### src/rtl/mulp_pkg.sv
package mulp_pkg;

  // One radix-4 Booth digit: value = (neg ? -1 : 1) * (two ? 2 : one ? 1 : 0)
  typedef struct packed {
    logic neg;
    logic one;
    logic two;
  } booth_dig_t;

endpackage

### src/rtl/mulp_booth_recoder.sv
module mulp_booth_recoder
  import mulp_pkg::*;
#(
  parameter int ND = 9
) (
  input  logic [2*ND:0]         win,
  output booth_dig_t [ND-1:0]   dig
);

  for (genvar j = 0; j < ND; j++) begin : g_dig
    logic [2:0] trip;
    logic       d_neg;
    logic       d_one;
    logic       d_two;

    assign trip  = win[2*j+2 -: 3];
    assign d_neg = trip[2] & ~(trip[1] & trip[0]);
    assign d_one = trip[1] ^ trip[0];
    assign d_two = (trip == 3'b011) | (trip == 3'b100);
    assign dig[j] = {d_neg, d_one, d_two};
  end

endmodule

### src/rtl/mulp_csa_row.sv
module mulp_csa_row #(
  parameter int PW = 64
) (
  input  logic [PW-1:0] x,
  input  logic [PW-1:0] y,
  input  logic [PW-1:0] z,
  output logic [PW-1:0] s,
  output logic [PW-1:0] c
);

  logic [PW-1:0] maj;

  assign maj = (x & y) | (x & z) | (y & z);
  assign s   = x ^ y ^ z;
  assign c   = {maj[PW-2:0], 1'b0};

endmodule

### src/rtl/mulp_pp_array.sv
module mulp_pp_array
  import mulp_pkg::*;
#(
  parameter int PW     = 64,
  parameter int ND     = 9,
  parameter int HSHIFT = 16
) (
  input  logic [PW-1:0]        mcand,
  input  booth_dig_t [ND-1:0]  dig,
  input  logic                 upper,
  input  logic [PW-1:0]        acc_s,
  input  logic [PW-1:0]        acc_c,
  output logic [PW-1:0]        sum_o,
  output logic [PW-1:0]        carry_o
);

  localparam int NOPS = ND + 1;

  logic [PW-1:0] mshift;
  logic [PW-1:0] corr;
  logic [PW-1:0] ops   [NOPS];
  logic [PW-1:0] s_ch  [NOPS+1];
  logic [PW-1:0] c_ch  [NOPS+1];

  // Second pass: multiplicand moved up by the slice width
  assign mshift = upper ? (mcand << HSHIFT) : mcand;

  // Negative digits are formed as inverted magnitude plus a +1 at the
  // digit's base position, collected in one correction row.
  always_comb begin
    corr = '0;
    for (int k = 0; k < ND; k++) begin
      corr[2*k] = dig[k].neg;
    end
  end

  for (genvar j = 0; j < ND; j++) begin : g_pp
    logic [PW-1:0] mag;
    assign mag    = dig[j].two ? {mshift[PW-2:0], 1'b0} :
                    (dig[j].one ? mshift : '0);
    assign ops[j] = (dig[j].neg ? ~mag : mag) << (2*j);
  end

  assign ops[ND] = corr;

  assign s_ch[0] = acc_s;
  assign c_ch[0] = acc_c;

  for (genvar r = 0; r < NOPS; r++) begin : g_row
    mulp_csa_row #(.PW(PW)) u_row (
      .x (s_ch[r]),
      .y (c_ch[r]),
      .z (ops[r]),
      .s (s_ch[r+1]),
      .c (c_ch[r+1])
    );
  end

  assign sum_o   = s_ch[NOPS];
  assign carry_o = c_ch[NOPS];

endmodule

### src/rtl/mul_twopass_unit.sv
module mul_twopass_unit
  import mulp_pkg::*;
#(
  parameter int W = 32
) (
  input  logic         clk,
  input  logic         rst_n,
  input  logic         iss_valid,
  input  logic         iss_signed,
  input  logic         iss_short,
  input  logic [W-1:0] iss_rs,
  input  logic [W-1:0] iss_rt,
  output logic         iss_ready,
  output logic         hilo_wr,
  output logic [W-1:0] hi_q,
  output logic [W-1:0] lo_q
);

  localparam int H    = W / 2;
  localparam int ND   = H / 2 + 1;
  localparam int PW   = 2 * W;
  localparam int WINW = 2 * ND + 1;

  // ---------------- reset release synchronizer ----------------
  logic rst_meta_n;
  logic rst_q_n;

  always_ff @(posedge clk or negedge rst_n) begin
    if (!rst_n) begin
      rst_meta_n <= 1'b0;
      rst_q_n    <= 1'b0;
    end else begin
      rst_meta_n <= 1'b1;
      rst_q_n    <= rst_meta_n;
    end
  end

  // ---------------- E stage: operand extension and recoding ----------------
  logic              e_a_ext;
  logic              e_lo_ext;
  logic              e_hi_ext;
  logic [PW-1:0]     e_mcand;
  logic [WINW-1:0]   e_win_lo;
  logic [WINW-1:0]   e_win_hi;
  booth_dig_t [ND-1:0] e_dig_lo;
  booth_dig_t [ND-1:0] e_dig_hi;
  logic              accept;

  assign e_a_ext  = iss_signed & iss_rs[W-1];
  assign e_mcand  = {{W{e_a_ext}}, iss_rs};
  // Low window: a short op extends per signedness; a full op repeats bit H-1
  // so the top digit of the low pass is zero and the high pass carries it.
  assign e_lo_ext = iss_short ? (iss_signed & iss_rt[H-1]) : iss_rt[H-1];
  assign e_win_lo = {e_lo_ext, e_lo_ext, iss_rt[H-1:0], 1'b0};
  assign e_hi_ext = iss_signed & iss_rt[W-1];
  assign e_win_hi = {e_hi_ext, e_hi_ext, iss_rt[W-1:H], iss_rt[H-1]};

  mulp_booth_recoder #(.ND(ND)) u_rec_lo (
    .win (e_win_lo),
    .dig (e_dig_lo)
  );

  mulp_booth_recoder #(.ND(ND)) u_rec_hi (
    .win (e_win_hi),
    .dig (e_dig_hi)
  );

  // ---------------- M stage state ----------------
  logic                m_vld;
  logic                m_long;
  logic                m_pass;
  logic [PW-1:0]       m_mcand;
  booth_dig_t [ND-1:0] m_dig_lo;
  booth_dig_t [ND-1:0] m_dig_hi;
  logic [PW-1:0]       m_acc_s;
  logic [PW-1:0]       m_acc_c;

  logic                m_loop;
  logic                m_vld_d;
  logic                m_pass_d;
  booth_dig_t [ND-1:0] m_dig_sel;
  logic [PW-1:0]       m_in_s;
  logic [PW-1:0]       m_in_c;
  logic [PW-1:0]       m_out_s;
  logic [PW-1:0]       m_out_c;

  assign m_loop    = m_vld & m_long & ~m_pass;
  assign iss_ready = rst_q_n & ~m_loop;
  assign accept    = iss_valid & iss_ready;

  always_comb begin
    m_vld_d  = accept | m_loop;
    m_pass_d = m_loop;
  end

  assign m_dig_sel = m_pass ? m_dig_hi : m_dig_lo;
  assign m_in_s    = m_pass ? m_acc_s : '0;
  assign m_in_c    = m_pass ? m_acc_c : '0;

  mulp_pp_array #(.PW(PW), .ND(ND), .HSHIFT(H)) u_array (
    .mcand   (m_mcand),
    .dig     (m_dig_sel),
    .upper   (m_pass),
    .acc_s   (m_in_s),
    .acc_c   (m_in_c),
    .sum_o   (m_out_s),
    .carry_o (m_out_c)
  );

  always_ff @(posedge clk or negedge rst_q_n) begin
    if (!rst_q_n) begin
      m_vld  <= 1'b0;
      m_pass <= 1'b0;
    end else begin
      m_vld  <= m_vld_d;
      m_pass <= m_pass_d;
    end
  end

  always_ff @(posedge clk) begin
    if (accept) begin
      m_long   <= ~iss_short;
      m_mcand  <= e_mcand;
      m_dig_lo <= e_dig_lo;
      m_dig_hi <= e_dig_hi;
    end
  end

  always_ff @(posedge clk) begin
    if (m_loop) begin
      m_acc_s <= m_out_s;
      m_acc_c <= m_out_c;
    end
  end

  // ---------------- A stage: carry-propagate add ----------------
  logic          a_vld;
  logic          a_vld_d;
  logic [PW-1:0] a_s;
  logic [PW-1:0] a_c;
  logic [PW-1:0] a_sum;

  assign a_vld_d = m_vld & ~m_loop;
  assign a_sum   = a_s + a_c;

  always_ff @(posedge clk or negedge rst_q_n) begin
    if (!rst_q_n) a_vld <= 1'b0;
    else          a_vld <= a_vld_d;
  end

  always_ff @(posedge clk) begin
    if (a_vld_d) begin
      a_s <= m_out_s;
      a_c <= m_out_c;
    end
  end

  // ---------------- W stage: HI/LO write ----------------
  logic          w_vld;
  logic [PW-1:0] w_prod;

  always_ff @(posedge clk or negedge rst_q_n) begin
    if (!rst_q_n) w_vld <= 1'b0;
    else          w_vld <= a_vld;
  end

  always_ff @(posedge clk) begin
    if (a_vld) w_prod <= a_sum;
  end

  always_ff @(posedge clk or negedge rst_q_n) begin
    if (!rst_q_n) begin
      hi_q <= '0;
      lo_q <= '0;
    end else if (w_vld) begin
      hi_q <= w_prod[PW-1:W];
      lo_q <= w_prod[W-1:0];
    end
  end

  assign hilo_wr = w_vld;

endmodule

### config.mk
export PLATFORM = sky130hd
export DESIGN_NAME = mul_twopass_unit
export DESIGN_NICKNAME = d
export VERILOG_FILES = /design/src/rtl/mulp_pkg.sv /design/src/rtl/mulp_booth_recoder.sv /design/src/rtl/mulp_csa_row.sv /design/src/rtl/mulp_pp_array.sv /design/src/rtl/mul_twopass_unit.sv
export SDC_FILE = /design/constraint.sdc
export NUM_CORES = 2
export LEC_CHECK = 0
export BUFFER_PORTS_ARGS = -buffer_cell sky130_fd_sc_hd__buf_2
export CORE_MARGIN = 1
export CORE_UTILIZATION = 38
export CTS_BUF_LIST = sky130_fd_sc_hd__clkbuf_4 sky130_fd_sc_hd__clkbuf_8 sky130_fd_sc_hd__clkbuf_16
export CTS_CLUSTER_SIZE = 24
export DETAILED_ROUTE_END_ITERATION = 12
export HOLD_SLACK_MARGIN = 0.03
export PLACE_DENSITY_LB_ADDON = 0.25
export SLEW_MARGIN = 20
export SYNTH_ARGS = -nofsm -noshare
export SYNTH_HDL_FRONTEND = slang
export SYNTH_SLANG_ARGS = --single-unit
export TNS_END_PERCENT = 30
### constraint.sdc
create_clock -name clk -period 2.9 [get_ports clk]
set_input_delay 0.29 -clock clk [delete_from_list [all_inputs] [get_ports clk]]
set_output_delay 0.29 -clock clk [all_outputs]
set_load 0.02 [all_outputs]
==> out/qor.txt <==
clock buffer depth: 3
min-delay src: iss_rt[6]
H-tree Lvls: 2
Synth top area share: 28.8%
Die H: 332 microns
flop2flop setup slack: -4.18 ns
layout net count: 5030
RePlAce Congestion: 0.908
Max-Cap Viols: 0
failing checks: negative setup slack
Cells after Synth: 3786
total track usage: 21.5%
antenna cells: 0
Initial Utilization: 38.5%
drt drc: 0
initial antenna violation count: 0
fraction of layout cells with a size suffix above 1: 21.3%
# IOs: 135
Die X: 332 microns
slowest stage delay, CP: 0.54 ns
reg2reg start: m_pass
worst slew pin tran: 0.960 ns
fin worst setup slack: -4.18 ns
routed vias: 29300
fraction of registers with async set or reset after synthesis: 15.0%
row cnt: 120
overall die area: 110000 sq um
unrepaired setup endpoints after global routing: true
Slew Viols, Final: 0
Worst EP required: 3.27 ns
R2R Path End: m_acc_s[63]
Worst-Skew Late Latency: 0.66 ns
period utilisation layout: 244%
met3 GRT Util: 3.28%
most used flip-flop cell after synthesis: edfxtp_1
Worst Path Max Fanout: 5
cell taking the most area after synthesis: edfxtp_1
critical path depth: 23
IO Port Bufs: 134
Routed WL per cell: 20.4 microns
gr busiest metal: met2
first-pass GRT wire length: 183000 microns
CORE AREA: 107000 sq um
total wire length: 117000 microns
top-count cell post-synth: fa_1
Util after Layout: 46.4%
CP delay by family, top: adder cells
CTS buffer count: 53
Netlist Area Pre-Place: 41300 sq um
Via density: 5.12
setup violators final: 282
largest net degree at the start of global routing: 66
DP HPWL: 92800 microns
crit-path cells: mux2_4 > o21ai_4 > xnor2_4 > inv_4 > fa_1 > inv_2 > fa_1 > inv_2 > fa_1 > fa_1 > fa_1 > fa_1 > fa_1 > fa_1 > inv_1 > fa_2 > xor2_1 > xnor2_1 > xnor2_1 > xnor2_1 > xnor2_1 > xnor2_1 > xnor2_1
Synth Area per Inst: 10.9 sq um
Slew HR: 36.0%
via count of the first global-routing pass: 30100
post-route minimum period: 7.08 ns
hold crit path type: in -> reg
hold path cells: 3
hold endpoint: m_dig_lo[10]
Synth top cells by count: fa_1 (494), inv_1 (445), edfxtp_1 (396), xnor2_1 (368), nor2_1 (258)
Critical Path Source Type: flip-flop
Post-synth EDFFs: 396
Seq/Total Area, Yosys: 33.0%
CTS root buffer: clkbuf_16
met2 GRT Util: 33.7%
GRT overflow: 0
CTS tree: done
drt pass-1 iters: 5
area delta synth->final: 20.6%
Antenna Nets Post-Route: 0
cell repeated most along the worst path: fa_1
Synth cell types: 79
worst hold slack: 0.0659 ns
1st-iter DRT viols: 2245
Critical-path top delay cell: fa_1
Worst Path Buf+Inv: 4
Fmax: 141 MHz
final count of hold timing violations: 0
met1 GRT Util: 31.2%
Crit path arrival time: 7.45 ns
crit path capture type: flip-flop
Crit Path Category: reg -> reg
Synth area leaders: edfxtp_1 (29%), fa_1 (24%), xnor2_1 (7.8%)
Sink Count: 466
Setup Skew: 0.0304 ns
#FFs+latches synth: 466
Synthesized Nets: 4535
reg2reg path depth: 23
Synthesis Warnings: 0
clock-pin slew on the worst setup and hold paths: 0.06 ns
status: complete, but fails checks
## cells in the final DEF (no fill, tap or decap), types with 11 or more instances in the layout
cell type	instances
nand3_1	23
mux2i_2	15
nor2b_1	20
ha_1	180
nand4_1	12
dfrtp_1	66
o22ai_1	215
mux2_2	85
edfxtp_1	396
a22oi_1	57
nor2_1	257
a21oi_1	204
clkbuf_16	53
a31oi_1	13
xnor2_1	366
nand2_1	239
buf_12	37
fa_1	475
nor3_1	12
xor2_1	160
and2_1	25
a21o_1	30
buf_2	134
o21ai_0	61
inv_1	437
fa_2	19
nand2b_1	11
buf_4	454
o21bai_1	11
dlygate4sd3_1	64
## layout make-up
cell class	count	area (sq um)
fill	9904	57600
multi-input combinational	2613	25200
sequential	466	13700
timing repair buffer	698	5580
tap	1403	1760
inverter	449	1690
clock buffer	70	1500
clock inverter	29	365
## stage by stage
stage          instance area (sq um)  instances  TNS [ns]  setup WS [ns]
6_report                       49800       5728   -888.02          -4.18
3_3_place_gp                   47100       5559   -882.72          -4.17
4_1_cts                        49700       5725   -881.26          -4.24
5_1_grt                        49800       5728   -938.72          -4.50
2_1_floorplan                  41600       3786  -1219.69          -4.21
3_5_place_dp                   47100       5559   -897.68          -4.21
## kinds of logic after synthesis
| group | Yosys count | synth area share, % |
|---|---|---|
| buffers and inverters | 707 | 6.63 |
| adders and majority gates | 680 | 29.6 |
| DFF | 466 | 33.0 |
| and+or+nand+nor | 628 | 6.49 |
| other | 2 | 0.0182 |
| AOI/OAI and AO/OA | 654 | 9.81 |
| muxes | 121 | 3.21 |
| xor gates and xnor gates | 528 | 11.2 |
## per-layer routing
metal / vias up / wire [microns]
met5: - / 0
met4: 0 / 2560
met3: 124 / 6710
met2: 851 / 52900
met1: 14800 / 54500
li1: 13600 / -
## worst register-to-register path: cells and delay by family, from the launching register on
family | cells | cell delay [ns]
AO/OA/AOI/OAI | 1 | 0.18
multiplexers | 1 | 0.33
adder cells (fa/ha/maj) | 9 | 4.27
flip-flops | 1 | 0.52
XOR/XNOR | 8 | 1.28
buffers and inverters | 4 | 0.22
## how the worst max path moves through the flow
stage / start / to / slack, ns
floorplan: m_pass / a_s[63] / -4.21
global placement: m_pass / a_s[63] / -4.17
detailed placement: m_pass / m_acc_s[63] / -4.21
CTS: m_pass / m_acc_s[63] / -4.24
global route: m_pass / m_acc_s[63] / -4.50
finish: m_pass / m_acc_s[63] / -4.18
## registers in the layout (all words and copies together), names as in the netlist, 26 cells and up
signal	flops
a_s	64
a_c	59
w_prod	64
m_dig_lo	26
hi_q	32
m_mcand	33
m_dig_hi	26
m_acc_s	64
lo_q	32
m_acc_c	59
## timing repair
action	CTS	global route
buffers inserted	3	3
hold endpoints to repair	77	0
cloned	0	0
setup endpoints to repair	282	287
pin swaps	4	1
gates resized for setup	22	14
hold buffers	64	0
Power is left out: the tool's default activity adds up to more than one toggle a clock period on the data nets, which glitch-free logic cannot reach.
